## config.mk

```make
export PLATFORM = sky130hd
export DESIGN_NAME = fsk_zc_demod
export DESIGN_NICKNAME = d
export VERILOG_FILES = /design/src/rtl/fsk_demod_pkg.sv /design/src/rtl/fsk_tick_gen.sv /design/src/rtl/fsk_sync.sv /design/src/rtl/fsk_iv_classify.sv /design/src/rtl/fsk_zc_demod.sv
export SDC_FILE = /design/constraint.sdc
export NUM_CORES = 1
export LEC_CHECK = 0
export BUFFER_PORTS_ARGS = -buffer_cell sky130_fd_sc_hd__buf_2
export CAP_MARGIN = 40
export CORE_MARGIN = 2
export CORE_UTILIZATION = 55
export CTS_CLUSTER_SIZE = 40
export DETAILED_ROUTE_END_ITERATION = 6
export PLACE_DENSITY = 0.72
export SLEW_MARGIN = 20
export SYNTH_ARGS = -nofsm -noshare
export SYNTH_HDL_FRONTEND = slang
export SYNTH_SLANG_ARGS = --single-unit
```

## constraint.sdc

```tcl
create_clock -name clk_i -period 3.09 [get_ports clk_i]
set_input_delay 0.4635 -clock clk_i [delete_from_list [all_inputs] [get_ports clk_i]]
set_output_delay 0.4635 -clock clk_i [all_outputs]
set_load 0.01 [all_outputs]
```

## src/rtl/fsk_demod_pkg.sv

```systemverilog
package fsk_demod_pkg;

  typedef enum logic [2:0] {
    IV_GLITCH,
    IV_SHORT,
    IV_HIGH,
    IV_LOW,
    IV_LONG
  } iv_class_e;

endpackage

```

## src/rtl/fsk_tick_gen.sv

```systemverilog
module fsk_tick_gen #(
  parameter int CLK_DIV = 163
) (
  input  logic clk_i,
  input  logic rst_ni,
  output logic tick_o
);

  localparam int DW = (CLK_DIV > 2) ? $clog2(CLK_DIV) : 1;
  localparam logic [DW-1:0] LAST = DW'(CLK_DIV - 1);

  logic [DW-1:0] div_q;

  always_ff @(posedge clk_i or negedge rst_ni) begin
    if (!rst_ni)            div_q <= '0;
    else if (div_q == LAST) div_q <= '0;
    else                    div_q <= div_q + DW'(1);
  end

  assign tick_o = (div_q == LAST);

endmodule

```

## src/rtl/fsk_sync.sv

```systemverilog
module fsk_sync #(
  parameter int STAGES = 2
) (
  input  logic clk_i,
  input  logic rst_ni,
  input  logic d_i,
  output logic q_o
);

  logic [STAGES-1:0] chain_q;

  generate
    if (STAGES == 1) begin : g_single
      always_ff @(posedge clk_i or negedge rst_ni) begin
        if (!rst_ni) chain_q <= '0;
        else         chain_q <= d_i;
      end
    end else begin : g_multi
      always_ff @(posedge clk_i or negedge rst_ni) begin
        if (!rst_ni) chain_q <= '0;
        else         chain_q <= {chain_q[STAGES-2:0], d_i};
      end
    end
  endgenerate

  assign q_o = chain_q[STAGES-1];

endmodule

```

## src/rtl/fsk_iv_classify.sv

```systemverilog
module fsk_iv_classify
  import fsk_demod_pkg::*;
#(
  parameter int CNT_W     = 8,
  parameter int GLITCH_TH = 20,
  parameter int SHORT_TH  = 40,
  parameter int LOW_TH    = 95,
  parameter int LONG_TH   = 140
) (
  input  logic [CNT_W-1:0] cnt_i,
  output iv_class_e        cls_o
);

  localparam logic [CNT_W-1:0] GL_C = CNT_W'(GLITCH_TH);
  localparam logic [CNT_W-1:0] SH_C = CNT_W'(SHORT_TH);
  localparam logic [CNT_W-1:0] LO_C = CNT_W'(LOW_TH);
  localparam logic [CNT_W-1:0] LG_C = CNT_W'(LONG_TH);

  always_comb begin
    if (cnt_i < GL_C)      cls_o = IV_GLITCH;
    else if (cnt_i < SH_C) cls_o = IV_SHORT;
    else if (cnt_i < LO_C) cls_o = IV_HIGH;
    else if (cnt_i < LG_C) cls_o = IV_LOW;
    else                   cls_o = IV_LONG;
  end

endmodule

```

## src/rtl/fsk_zc_demod.sv

```systemverilog
module fsk_zc_demod
  import fsk_demod_pkg::*;
#(
  parameter int CLK_DIV     = 163,
  parameter int SYNC_STAGES = 2,
  parameter int CNT_W       = 8,
  parameter int GLITCH_TH   = 20,
  parameter int SHORT_TH    = 40,
  parameter int LOW_TH      = 95,
  parameter int LONG_TH     = 140
) (
  input  logic clk_i,
  input  logic rst_ni,
  input  logic en_i,
  input  logic cmp_i,
  output logic data_o,
  output logic led_o
);

  localparam logic [CNT_W-1:0] LO_C = CNT_W'(LOW_TH);

  logic             tick;
  logic             smp;
  logic             prev_q;
  logic [CNT_W-1:0] cnt_q;
  logic [CNT_W:0]   cnt_sum;
  logic [CNT_W-1:0] cnt_nx;
  logic             wrap;
  logic             edge_det;
  logic             data_q;
  logic             led_q;
  iv_class_e        cls;

  fsk_tick_gen #(.CLK_DIV(CLK_DIV)) u_tick (
    .clk_i (clk_i),
    .rst_ni(rst_ni),
    .tick_o(tick)
  );

  fsk_sync #(.STAGES(SYNC_STAGES)) u_sync (
    .clk_i (clk_i),
    .rst_ni(rst_ni),
    .d_i   (cmp_i),
    .q_o   (smp)
  );

  assign cnt_sum  = {1'b0, cnt_q} + {{CNT_W{1'b0}}, 1'b1};
  assign wrap     = cnt_sum[CNT_W];
  assign cnt_nx   = cnt_sum[CNT_W-1:0];
  assign edge_det = smp ^ prev_q;

  fsk_iv_classify #(
    .CNT_W    (CNT_W),
    .GLITCH_TH(GLITCH_TH),
    .SHORT_TH (SHORT_TH),
    .LOW_TH   (LOW_TH),
    .LONG_TH  (LONG_TH)
  ) u_cls (
    .cnt_i(cnt_nx),
    .cls_o(cls)
  );

  always_ff @(posedge clk_i or negedge rst_ni) begin
    if (!rst_ni) begin
      cnt_q  <= '0;
      prev_q <= 1'b0;
      data_q <= 1'b1;
      led_q  <= 1'b0;
    end else if (tick && en_i) begin
      if (wrap) begin
        // counter overflow: restart, resync edge history, outputs untouched
        cnt_q  <= '0;
        prev_q <= smp;
      end else begin
        if (cnt_nx >= LO_C) begin
          data_q <= 1'b1;
          led_q  <= 1'b0;
        end
        if (edge_det) begin
          prev_q <= smp;
          unique case (cls)
            IV_GLITCH: cnt_q <= cnt_nx;
            IV_HIGH: begin
              data_q <= 1'b0;
              led_q  <= 1'b1;
              cnt_q  <= '0;
            end
            default: cnt_q <= '0;
          endcase
        end else begin
          cnt_q <= cnt_nx;
        end
      end
    end
  end

  assign data_o = data_q;
  assign led_o  = led_q;

endmodule

```

==> impl_summary.md <==
GRT
The maximum number of pins on one net before global-route repair is 22. The total overflow reported by the global router is 0. The initial antenna violation count is 0. The first global-routing pass estimated 3920 µm of wire. For this run, the total global-route usage over all layers was measured as 0.203. The via count of the first global-routing pass is 917.

Power and ir drop
Of the total power, the share spent switching nets is 0.235. Of the total power, the clock network draws 0.295. The reported leakage power is 0.543 nW. Internal power comes to 0.336 mW. Across the VDD grid, the largest voltage drop is 0.247 mV. The combinational power share is 0.053. The proportion of power drawn by flip-flops and latches is 0.652. The analysis attributes to net switching a power of 0.103 mW. For this design the ratio of total power to cell area is 341 nW/µm².

Timing
The max-slew headroom at the worst pin is 0.615. The number of failing setup endpoints in the final timing report is 0. The hold violation count in the final report is 0. At the pin with the least slew margin, the transition time is 573 ps. The peak clock frequency supported by timing is 416 MHz. The accumulated negative setup slack is 0 ps. The max-slew violation count was 0. The final critical delay including setup and external delays is 2400 ps. The largest clock skew in the final design is 9.61 ps. Setup repair after global routing left no endpoint under its margin. The portion of the clock cycle consumed by the worst path in the final layout is 0.778.

Final layout
The repair_antennas step left the layout with diodes totalling 0. The final instance area is 1290 µm². The fraction of layout cells with a size suffix above 1 is 0.131. Compared with the post-synthesis result, the final layout area differs by 2.59%. The final layout contains 139 nets.

Placed design
In this run the tool buffered the top-level ports with 5 buffer cells. Routability-driven placement finished with a final weighted congestion of 0.809. The instance area after placement is 1260 µm². Summed over all nets, the half-perimeter wirelength after detailed placement is 1590 µm.

CTS
The later-pin clock latency in the skew report is 300 ps. The tree is rooted in a sky130_fd_sc_hd__clkbuf_4. Buffers inserted to repair hold after CTS numbered 0.

The number of setup buffers added after CTS is 0. TritonCTS built the clock tree. The number of buffers on the longest clock path is 2. The number of cells upsized or downsized after cts is 0. The total CTS buffers is 3. The count of H-tree levels built during CTS is 1.

The clock transition at the registers of the reported paths is 120 ps. The number of sinks driven by the clock tree is 21.

Detailed routing
The pre-antenna-repair detailed-routing pass consisted of 4 iterations. The wire length per cell is 13.6 µm. The number of remaining DRC errors is 0.

The residual antenna-violating net count after detailed routing is 0. The post-detailed-routing wire length is 2150 µm. Across all layers, the routed design uses 926 vias. The initial DRC count is 23. The average via count per standard cell is 5.86.

Logic synthesis
The fraction of registers with async set or reset after synthesis is 1.00. Among all flip-flop cells after synthesis, the most frequent one is sky130_fd_sc_hd__dfrtp_1. The Yosys warning count is 0. Summing every instance area after synthesis gives 1260 µm². After synthesis the netlist holds a flip-flop and latch count of 21. The count of flip-flops with a built-in enable after synthesis is 0. The count of different cell masters after synthesis is 47.

In the synthesized netlist, the cells that appear most often are 20 x sky130_fd_sc_hd__dfrtp_1, 9 x sky130_fd_sc_hd__nand2_1, 9 x sky130_fd_sc_hd__nand3_1, 9 x sky130_fd_sc_hd__nor2_1, 7 x sky130_fd_sc_hd__xor2_1. Among all cell types in the netlist, the one instantiated most often is sky130_fd_sc_hd__dfrtp_1. In the synthesized netlist, the number of instances is 131. The post-synthesis sequential area ratio is 0.419. When the netlist entered floorplanning its net count stood at 139. The largest area contributor in the netlist is sky130_fd_sc_hd__dfrtp_1. The post-synthesis average cell area is 9.59 µm².

The area fraction of the dominant cell type after synthesis is 0.398. Sorting the synthesized cells by area gives the leading types as sky130_fd_sc_hd__dfrtp_1 40%, sky130_fd_sc_hd__xor2_1 4.9%, sky130_fd_sc_hd__ha_1 4.0%.

Worst setup path
Setup slack on the worst reg-to-reg path comes out at 690 ps. Of all nets on the critical path, the largest fanout is 8. The type of origin of the critical path is a flop.

STA classifies the critical path endpoint as a flop. At the worst endpoint, the required time is 3310 ps. The startpoint-to-endpoint class of the critical path is reg -> reg. Data on the critical path arrives at its endpoint at 2620 ps.

Floorplanning
For this configuration, the core starts out at a cell density of 0.573. For this design the top-level I/O count stands at 6. The floorplan die height is 51.8 µm. The number of standard-cell rows in the floorplan is 17. The die outline width is 51.8 µm.

The core region is 2190 µm². The floorplan step defined a die boundary enclosing 2680 µm².

Run status
The run finished with clean final reports.

Run
Across the run, the number of max-cap violations was 0.

Worst hold path
The min-delay analysis places its worst path in the category in -> async.
==> worst max-delay path, cell delays in order, from the launching register on <==
cell and delay, ps:
sky130_fd_sc_hd__dfrtp_1 470, sky130_fd_sc_hd__ha_1 350, sky130_fd_sc_hd__and3_2 270, sky130_fd_sc_hd__and3_1 360, sky130_fd_sc_hd__a31oi_2 180, sky130_fd_sc_hd__o31ai_4 400
sky130_fd_sc_hd__nand3_1 130, sky130_fd_sc_hd__mux2i_1 170
==> layer usage <==
| metal | vias to the layer above | track usage | wire length, µm |
|---|---|---|---|
| li1 | 459 | - | - |
| met1 | 458 | 0.248 | 991 |
| met2 | 5 | 0.338 | 1090 |
| met3 | 4 | 0.0374 | 30 |
| met4 | 0 | 0.114 | 43 |
| met5 | - | 0 | 0 |
==> worst paths after layout <==
| kind | cells past startpoint | from | end |
|---|---|---|---|
| setup / recovery | 7 | cnt_q[0]$_DFFE_PN0P_ | cnt_q[3]$_DFFE_PN0P_ |
| hold / removal | 1 | rst_ni | u_tick.div_q[6]$_DFF_PN0_ |
| setup reg to reg | 7 | cnt_q[0]$_DFFE_PN0P_ | cnt_q[3]$_DFFE_PN0P_ |
| hold reg to reg | 0 | u_sync.chain_q[0]$_DFF_PN0_ | u_sync.chain_q[1]$_DFF_PN0_ |
| max in group asynchronous | 1 | rst_ni | data_o$_DFFE_PN1P_ |
| min in group clk_i | 1 | cmp_i | u_sync.chain_q[0]$_DFF_PN0_ |
==> state kept, by name (all words and copies together) (netlist names) <==
register,cells
prev_q,1
led_o,1
u_tick.div_q,8
data_o,1
u_sync.chain_q,2
cnt_q,8
==> final cells by class <==
class                      instances  area (µm²)
multi-input combinational         94         652
clock inverter                     1        5.00
fill                             195         902
inverter                           6        22.5
timing repair buffer               5        25.0
sequential                        21         527
clock buffer                       3        22.5
tap                               28        35.0
==> through the flow <==
stage	hold WS, ps	instances	power, mW	utilization	setup slack (ps)
after floorplan	168	131	0.305	-	1020
after global placement	334	154	0.315	0.576	763
after detailed placement	340	154	0.316	0.576	719
after CTS	98.4	158	0.447	0.588	687
after global routing	120	158	0.456	0.588	511
final	89.7	158	0.440	0.588	686
==> cells in the final DEF, fill, tap and decap left out, types with 2 or more instances in the layout <==
cell type	Yosys	final
sky130_fd_sc_hd__dfrtp_1	20	20
sky130_fd_sc_hd__nand3_1	9	9
sky130_fd_sc_hd__nand2_1	9	9
sky130_fd_sc_hd__nor2_1	9	9
sky130_fd_sc_hd__xor2_1	7	7
sky130_fd_sc_hd__inv_1	6	6
sky130_fd_sc_hd__a21oi_1	6	6
sky130_fd_sc_hd__o21ai_0	5	5
sky130_fd_sc_hd__buf_2	2	5
sky130_fd_sc_hd__and3_1	4	4
sky130_fd_sc_hd__xnor2_1	4	4
sky130_fd_sc_hd__ha_1	4	4
sky130_fd_sc_hd__mux2i_1	3	3
sky130_fd_sc_hd__o21ai_1	3	3
sky130_fd_sc_hd__o211ai_1	3	3
sky130_fd_sc_hd__clkbuf_4	1	3
sky130_fd_sc_hd__a31oi_1	2	2
==> logic make-up after synthesis <==
family / after synthesis / synth area share
xor gates and xnor gates: 11 / 0.0767
DFF: 21 / 0.419
AOI/OAI and AO/OA: 33 / 0.197
and+or+nand+nor: 42 / 0.172
buffers and inverters: 16 / 0.0617
adders and majority gates: 4 / 0.0398
muxes: 4 / 0.0329
==> power groups by stage <==
| stage | registers, mW | logic [mW] | clock network [mW] |
|---|---|---|---|
| detailed placement | 0.292 | 0.0239 | 0 |
| global placement | 0.292 | 0.0231 | 0 |
| finish | 0.287 | 0.0233 | 0.130 |
| global route | 0.288 | 0.0268 | 0.142 |
| CTS | 0.287 | 0.0240 | 0.137 |
| floorplan | 0.288 | 0.0175 | 0 |
(Power assumes the default switching activity.)
